==> src/rtl/sram_port_pkg.sv <==
// Shared definitions for the asynchronous SRAM port controller.
// Holds the sequencer state type and the nanosecond-to-cycle helpers.
package sram_port_pkg;

    typedef enum logic [2:0] {
        ST_IDLE = 3'd0,
        ST_READ = 3'd1,
        ST_WSET = 3'd2,
        ST_WPUL = 3'd3,
        ST_WREC = 3'd4,
        ST_FIN  = 3'd5
    } seq_state_t;

    // Round a nanosecond minimum up to whole clocks, never below one.
    function automatic int ns_to_cyc(input int ns, input int clk_ps);
        int c;
        c = (ns * 1000 + clk_ps - 1) / clk_ps;
        return (c < 1) ? 1 : c;
    endfunction

    function automatic int max2(input int a, input int b);
        return (a > b) ? a : b;
    endfunction

    function automatic int max3(input int a, input int b, input int c);
        return max2(max2(a, b), c);
    endfunction

endpackage

==> src/rtl/sram_phase_timer.sv <==
// Down-counter that times one sequencer phase.
// Assumes: load is pulsed on the edge that enters a phase, with the phase
// length (>= 1); last is high during the final clock of that phase.
module sram_phase_timer #(
    parameter int MAX_LEN = 25,
    localparam int CNT_W  = $clog2(MAX_LEN + 1)
) (
    input  logic             clk,
    input  logic             rst_n,
    input  logic             load,
    input  logic [CNT_W-1:0] load_val,
    output logic             last
);

    logic [CNT_W-1:0] cnt;

    // Load the phase length on entry, then count down to one.
    always_ff @(posedge clk) begin
        if (!rst_n)
            cnt <= '0;
        else if (load)
            cnt <= load_val;
        else if (cnt != '0)
            cnt <= cnt - 1'b1;
    end

    assign last = (cnt == CNT_W'(1));

    // a loaded length never exceeds the largest derived interval
    a_r9_count_in_range: assert property (@(posedge clk) disable iff (!rst_n)
        load |=> (int'(cnt) <= MAX_LEN));

endmodule

==> src/rtl/sram_data_path.sv <==
// Address, write-data and read-data registers of the SRAM port.
// Assumes: accept is a one-clock pulse when a request is taken; capture is
// high in the final clock of a read window.
module sram_data_path #(
    parameter int ADDR_W = 13,
    parameter int DATA_W = 8
) (
    input  logic              clk,
    input  logic              rst_n,
    input  logic              accept,
    input  logic              capture,
    input  logic [ADDR_W-1:0] req_addr,
    input  logic [DATA_W-1:0] req_wdata,
    input  logic [DATA_W-1:0] dq_in,
    output logic [ADDR_W-1:0] addr_q,
    output logic [DATA_W-1:0] wdata_q,
    output logic [DATA_W-1:0] rdata_q
);

    // Hold the request's address and data for the whole access.
    always_ff @(posedge clk) begin
        if (!rst_n) begin
            addr_q  <= '0;
            wdata_q <= '0;
        end else if (accept) begin
            addr_q  <= req_addr;
            wdata_q <= req_wdata;
        end
    end

    // Latch the bus on the last clock of a read window.
    always_ff @(posedge clk) begin
        if (!rst_n)
            rdata_q <= '0;
        else if (capture)
            rdata_q <= dq_in;
    end

    // address register changes only when a request is taken
    a_r8_addr_held: assert property (@(posedge clk) disable iff (!rst_n)
        !$past(accept) && $past(rst_n) |-> $stable(addr_q));

endmodule

==> src/rtl/sram_port_ctrl.sv <==
// Clocked sequencer driving an asynchronous 8K x 8 static RAM.
// Takes one request at a time over valid/ready and runs a read window or a
// setup/pulse/recovery write, all lengths derived from ns minimums and the
// clock period. Assumes the RAM's data pins are joined to sram_dq_out /
// sram_dq_in through a tristate buffer enabled by sram_dq_oe.
module sram_port_ctrl
    import sram_port_pkg::*;
#(
    parameter int ADDR_W  = 13,
    parameter int DATA_W  = 8,
    parameter int CLK_PS  = 4000,
    parameter int T_RC_NS = 100,
    parameter int T_AA_NS = 100,
    parameter int T_OE_NS = 50,
    parameter int T_AS_NS = 0,
    parameter int T_WP_NS = 60,
    parameter int T_AW_NS = 80,
    parameter int T_DW_NS = 40,
    parameter int T_WR_NS = 0,
    parameter int T_WC_NS = 100
) (
    input  logic              clk,
    input  logic              rst_n,
    input  logic              req_valid,
    output logic              req_ready,
    input  logic              req_write,
    input  logic [ADDR_W-1:0] req_addr,
    input  logic [DATA_W-1:0] req_wdata,
    output logic              rsp_done,
    output logic [DATA_W-1:0] rsp_rdata,
    output logic [ADDR_W-1:0] sram_addr,
    output logic              sram_cs1_n,
    output logic              sram_cs2,
    output logic              sram_we_n,
    output logic              sram_oe_n,
    output logic [DATA_W-1:0] sram_dq_out,
    output logic              sram_dq_oe,
    input  logic [DATA_W-1:0] sram_dq_in
);

    localparam int RD_LEN   = max3(ns_to_cyc(T_RC_NS, CLK_PS), ns_to_cyc(T_AA_NS, CLK_PS),
                                   ns_to_cyc(T_OE_NS, CLK_PS));
    localparam int AS_LEN   = ns_to_cyc(T_AS_NS, CLK_PS);
    localparam int WP_LEN   = max3(ns_to_cyc(T_WP_NS, CLK_PS), ns_to_cyc(T_AW_NS, CLK_PS) - AS_LEN,
                                   ns_to_cyc(T_DW_NS, CLK_PS) + 1);
    localparam int WREC_LEN = max2(ns_to_cyc(T_WR_NS, CLK_PS),
                                   ns_to_cyc(T_WC_NS, CLK_PS) - AS_LEN - WP_LEN);
    localparam int MAX_LEN  = max3(max2(RD_LEN, AS_LEN), WP_LEN, WREC_LEN);
    localparam int CNT_W    = $clog2(MAX_LEN + 1);

    seq_state_t       state, state_nxt;
    logic             tmr_load, tmr_last;
    logic [CNT_W-1:0] tmr_val;
    logic             accept, capture;
    logic             sel_q, we_q, oe_q, drv_q, done_q, ready_q;
    logic [DATA_W-1:0] wdata_q;

    assign accept  = (state == ST_IDLE) && req_valid;
    assign capture = (state == ST_READ) && tmr_last;

    // Choose the next phase from the current one and the phase timer.
    always_comb begin
        state_nxt = state;
        case (state)
            ST_IDLE: if (req_valid) state_nxt = req_write ? ST_WSET : ST_READ;
            ST_READ: if (tmr_last)  state_nxt = ST_FIN;
            ST_WSET: if (tmr_last)  state_nxt = ST_WPUL;
            ST_WPUL: if (tmr_last)  state_nxt = ST_WREC;
            ST_WREC: if (tmr_last)  state_nxt = ST_FIN;
            default:                state_nxt = ST_IDLE;
        endcase
    end

    // Pick the length of the phase being entered.
    always_comb begin
        case (state_nxt)
            ST_READ: tmr_val = CNT_W'(RD_LEN);
            ST_WSET: tmr_val = CNT_W'(AS_LEN);
            ST_WPUL: tmr_val = CNT_W'(WP_LEN);
            ST_WREC: tmr_val = CNT_W'(WREC_LEN);
            default: tmr_val = CNT_W'(1);
        endcase
    end
    assign tmr_load = (state_nxt != state);

    // Advance the sequencer.
    always_ff @(posedge clk) begin
        if (!rst_n) state <= ST_IDLE;
        else        state <= state_nxt;
    end

    // Register every pin-facing strobe so the RAM sees glitch-free edges.
    always_ff @(posedge clk) begin
        if (!rst_n) begin
            sel_q   <= 1'b0;
            we_q    <= 1'b0;
            oe_q    <= 1'b0;
            drv_q   <= 1'b0;
            done_q  <= 1'b0;
            ready_q <= 1'b1;
        end else begin
            sel_q   <= (state_nxt == ST_READ) || (state_nxt == ST_WSET) ||
                       (state_nxt == ST_WPUL) || (state_nxt == ST_WREC);
            we_q    <= (state_nxt == ST_WPUL);
            oe_q    <= (state_nxt == ST_READ);
            drv_q   <= ((state == ST_WPUL) && (state_nxt == ST_WPUL)) || (state_nxt == ST_WREC);
            done_q  <= (state_nxt == ST_FIN);
            ready_q <= (state_nxt == ST_IDLE);
        end
    end

    sram_phase_timer #(.MAX_LEN(MAX_LEN)) u_timer (
        .clk      (clk),
        .rst_n    (rst_n),
        .load     (tmr_load),
        .load_val (tmr_val),
        .last     (tmr_last)
    );

    sram_data_path #(.ADDR_W(ADDR_W), .DATA_W(DATA_W)) u_data (
        .clk       (clk),
        .rst_n     (rst_n),
        .accept    (accept),
        .capture   (capture),
        .req_addr  (req_addr),
        .req_wdata (req_wdata),
        .dq_in     (sram_dq_in),
        .addr_q    (sram_addr),
        .wdata_q   (wdata_q),
        .rdata_q   (rsp_rdata)
    );

    assign req_ready   = ready_q;
    assign rsp_done    = done_q;
    assign sram_cs1_n  = !sel_q;
    assign sram_cs2    = sel_q;
    assign sram_we_n   = !we_q;
    assign sram_oe_n   = !oe_q;
    assign sram_dq_oe  = drv_q;
    assign sram_dq_out = wdata_q;

    // own driver never on while the RAM may drive the bus
    a_r6_no_contention: assert property (@(posedge clk) disable iff (!rst_n)
        sram_dq_oe |-> sram_oe_n);
    // driver turns on only after the write strobe was already low
    a_r6_drive_after_we: assert property (@(posedge clk) disable iff (!rst_n)
        $rose(sram_dq_oe) |-> !sram_we_n && !$past(sram_we_n));
    // write strobe only inside an active select window
    a_r5_we_inside_select: assert property (@(posedge clk) disable iff (!rst_n)
        !sram_we_n |-> !sram_cs1_n && sram_cs2);
    // output enable and write strobe never active together
    a_r2_read_no_we: assert property (@(posedge clk) disable iff (!rst_n)
        !sram_oe_n |-> sram_we_n);
    // completion is a single-clock pulse
    a_r7_done_single: assert property (@(posedge clk) disable iff (!rst_n)
        rsp_done |=> !rsp_done);
    // no acceptance while a cycle is in flight
    a_r7_busy_not_ready: assert property (@(posedge clk) disable iff (!rst_n)
        !sram_cs1_n |-> !req_ready);
    // address steady across consecutive selected clocks
    a_r8_addr_stable: assert property (@(posedge clk) disable iff (!rst_n)
        !sram_cs1_n && !$past(sram_cs1_n) && $past(rst_n) |-> $stable(sram_addr));

endmodule

==> config.mk <==
export PLATFORM = sky130hd
export DESIGN_NAME = sram_port_ctrl
export DESIGN_NICKNAME = d
export VERILOG_FILES = /design/src/rtl/sram_port_pkg.sv /design/src/rtl/sram_phase_timer.sv /design/src/rtl/sram_data_path.sv /design/src/rtl/sram_port_ctrl.sv
export SDC_FILE = /design/constraint.sdc
export NUM_CORES = 1
export LEC_CHECK = 0
export CORE_MARGIN = 5
export CORE_UTILIZATION = 45
export CTS_BUF_LIST = sky130_fd_sc_hd__clkbuf_2 sky130_fd_sc_hd__clkbuf_4 sky130_fd_sc_hd__clkbuf_8
export CTS_CLUSTER_DIAMETER = 30
export DETAILED_ROUTE_END_ITERATION = 10
export HOLD_SLACK_MARGIN = 0.02
export PLACE_DENSITY = 0.82
export SLEW_MARGIN = 10
export SYNTH_ARGS = -nofsm -noshare
export SYNTH_HDL_FRONTEND = slang
export SYNTH_SLANG_ARGS = --single-unit
==> constraint.sdc <==
create_clock -name clk -period 3.6 [get_ports clk]
set_input_delay 0.54 -clock clk [delete_from_list [all_inputs] [get_ports clk]]
set_output_delay 0.54 -clock clk [all_outputs]
set_load 0.02 [all_outputs]
==> run_results.csv <==
group,metric,value,unit
synthesis,yosysUniqueCellTypes,42,
power,power.density,604,mW/mm2
min_path,min-delay-path-class,"flop to flop",
final_layout,insertedDiodeCount,0,
timing,worst_hold_slack,0.455,ns
route,dr.pass1.iters,4,
route,routedWlPerCell,13.3,um
min_path,worst_hold_startpoint,"u_data.addr_q[12]",
global_route,antenna_found_initial,0,
power,p_leak,1.01,nW
floorplan,floorplan.core_area,0.00374,mm2
floorplan,core.rowCount,22,
route,routed_via_density,5.12,
cts,cts-root-to-sink-buffers,2,
critical_path,timing.rr.end,"u_data.rdata_q[6]",
placed_design,port_buffers,68,
synthesis,syn_nets,249,
cts,post_cts.repair.setup_buffers,0,
route,postRouteWirelength,4300,um
critical_path,cpLargestDelayFamily,"simple AND/OR/NAND/NOR gates",
outcome,run_status,"finished, final reports clean",
synthesis,syn-mean-instance-area,8.35,um2
timing,maxSlewViolCount,0,
floorplan,die-height,72.9,um
critical_path,cp_num_buf_inv,1,
global_route,via_count_of_the_first_global_routing_pass,1543,
critical_path,critPathMaxFanout,8,
final_layout,post_layout_nonfiller_instances,323,
final_layout,synthToLayoutAreaGrowth,44.5,%
placed_design,place.gp.congestion,0.847,
global_route,grt.overflow.total,0,
synthesis,synth_enable_flop_cells,0,
cts,cts_hold_repair.buffers,0,
critical_path,worstPathCellList,"inv_1, ha_1, or4b_1, or3_1, mux2i_1, nor2_1",
global_route,grt_util_all_layers,0.173,
final_layout,final.fill_count,342,
timing,finalCritPeriodShare,0.617,
power,vdd_ir_drop_max,0.000332,V
critical_path,rrSetupSlack,1.38,ns
cts,clockRootBuffer,"sky130_fd_sc_hd__clkbuf_8",
cts,post_cts_resized,0,
run,cap_viol_max_count,0,
timing,unrepaired_setup_endpoints_after_global_routing,"no",
placed_design,dpl.cell_count,316,
cts,cts_tree,"built",
timing,finClkSkew,0.00478,ns
final_layout,most-common-layout-cells,"68 x sky130_fd_sc_hd__clkdlybuf4s50_1, 44 x sky130_fd_sc_hd__nand2_1, 43 x sky130_fd_sc_hd__dfxtp_1",
final_layout,fin_nets,311,
final_layout,layout_commonest_cell,"sky130_fd_sc_hd__clkdlybuf4s50_1",
floorplan,initial_core_util,0.475,
critical_path,crit_type,"flop to flop",
timing,slew_headroom,0.452,
timing,final_number_of_setup_violating_endpoints,0,
timing,fin_setup_tns,0,ns
synthesis,yosysSeqAreaShare,0.484,
timing,final_hold_viol_count,0,
synthesis,mappedNetlistArea,0.00178,mm2
critical_path,critical_path_arrival,2.39,ns
cts,cts-htree-levels,2,
synthesis,ys_seq_elements,43,
cts,cts-buffers-inserted,5,
synthesis,synthFlopType,"sky130_fd_sc_hd__dfxtp_1",
placed_design,dp_hpwl,3140,um
critical_path,crit_path_capture_type,"flop",
timing,f_max,450,MHz
critical_path,crit_path_max_incr_delay,0.61,ns
critical_path,crit_required,3.77,ns
synthesis,fraction_of_synthesis_flops_using_an_asynchronous_set_or_reset_pin,0,
global_route,grt_max_degree,35,
floorplan,die_area,0.00531,mm2
final_layout,final_layout_size_suffix_gt1_frac,0.0436,
min_path,min_delay_path_depth,2,
route,antenna_violating_nets_post_route,0,
floorplan,chipWidth,72.9,um
timing,max_slew.worst_pin.slew,0.820,ns
route,detailroute.via_count,1653,
timing,fin_crit,2.22,ns
cts,clk_pin_slew,0.07,ns
floorplan,top_ports,69,
synthesis,syn_inst,213,
synthesis,yosysWarningCount,0,
route,drc,0,
critical_path,critical-path-slowest-cell,"sky130_fd_sc_hd__or3_1",
min_path,min_to,"u_data.addr_q[12]",
critical_path,worstReg2RegStart,"u_timer.cnt[1]",
cts,worstSkewPairLatency,0.29,ns
critical_path,crit_path_start_kind,"flop",
critical_path,number_of_cell_instances_on_the_worst_register_to_register_path,6,
route,dr.first_iter.drc_count,79,
global_route,grt_pass1_wl,7190,um
cts,cts.sink_count,43,
## stage by stage
step,instance area [um2],worst slack [ns],total power [W],utilization
2_1_floorplan,1780,1.69,0.00100,-
4_1_cts,2570,1.37,0.00157,0.686
6_report,2570,1.38,0.00155,0.686
3_5_place_dp,2460,1.28,0.00120,0.658
5_1_grt,2570,1.22,0.00166,0.686
3_3_place_gp,2460,1.32,0.00118,0.658
## worst max-delay path by stage
stage	from	end	slack [ns]	cells past startpoint
floorplan	u_timer.cnt[1]	u_data.rdata_q[0]	1.69	8
global placement	req_valid	u_timer.cnt[4]	1.32	4
detailed placement	req_valid	u_timer.cnt[4]	1.28	4
CTS	u_timer.cnt[1]	u_data.rdata_q[6]	1.37	6
global route	u_timer.cnt[1]	u_data.rdata_q[6]	1.22	6
finish	u_timer.cnt[1]	u_data.rdata_q[6]	1.38	6
## cell usage after synthesis (3+ instances only)
cell	number	area, um2
sky130_fd_sc_hd__nor2b_1	3	18.8
sky130_fd_sc_hd__nor2_1	19	71.3
sky130_fd_sc_hd__o21ai_0	3	15.0
sky130_fd_sc_hd__o22ai_1	3	18.8
sky130_fd_sc_hd__inv_1	8	30.0
sky130_fd_sc_hd__nor3_1	3	15.0
sky130_fd_sc_hd__dfxtp_1	43	861
sky130_fd_sc_hd__nand3_1	4	20.0
sky130_fd_sc_hd__nand2_1	44	165
sky130_fd_sc_hd__ha_1	3	37.5
sky130_fd_sc_hd__a21oi_1	25	125
sky130_fd_sc_hd__mux2i_1	8	80.1
sky130_fd_sc_hd__clkbuf_1	11	41.3
sky130_fd_sc_hd__nand2b_1	3	18.8
## per-layer routing
metal,routed length (um),GRT usage
met1,1970,0.219
met2,1850,0.265
met3,436,0.0675
met4,55,0.0635
met5,0,0
## sequential cells by signal (all words and copies together) (netlist names)
name and cells:
oe_q 1, req_ready 1, rsp_done 1, sram_cs2 1, sram_dq_oe 1, state 3, u_data.addr_q 13, u_data.rdata_q 8
u_data.wdata_q 8, u_timer.cnt 5, we_q 1
## worst register-to-register path, cell delays in order (launching register included)
cell and delay (ns):
sky130_fd_sc_hd__dfxtp_1 0.33, sky130_fd_sc_hd__inv_1 0.10, sky130_fd_sc_hd__ha_1 0.19, sky130_fd_sc_hd__or4b_1 0.58, sky130_fd_sc_hd__or3_1 0.61, sky130_fd_sc_hd__mux2i_1 0.24
sky130_fd_sc_hd__nor2_1 0.05
## layout make-up
class / instances / area (um2) / share of cell area
Sequential cell: 43 / 861 / 0.335
Multi-Input combinational cell: 147 / 821 / 0.319
Timing Repair Buffer: 69 / 688 / 0.268
Clock buffer: 6 / 76.3 / 0.0297
Tap cell: 48 / 60.1 / 0.0234
Inverter: 9 / 33.8 / 0.0131
Clock inverter: 1 / 30.0 / 0.0117
## power breakdown
part	internal [W]	switching, W
Combinational	0.000264	0.000303
Clock	0.000211	0.000150
Sequential	0.000551	0.0000731
## cell families after synthesis
logic type | Yosys count | share of synthesized area
AOI/OAI and AO/OA | 45 | 0.152
xor gates and xnor gates | 2 | 0.00985
adders and majority gates | 3 | 0.0211
buffers and inverters | 23 | 0.0542
DFF | 43 | 0.484
muxes | 9 | 0.0514
and+or+nand+nor | 88 | 0.227
Note: power is estimated with default switching activity, not from simulation.
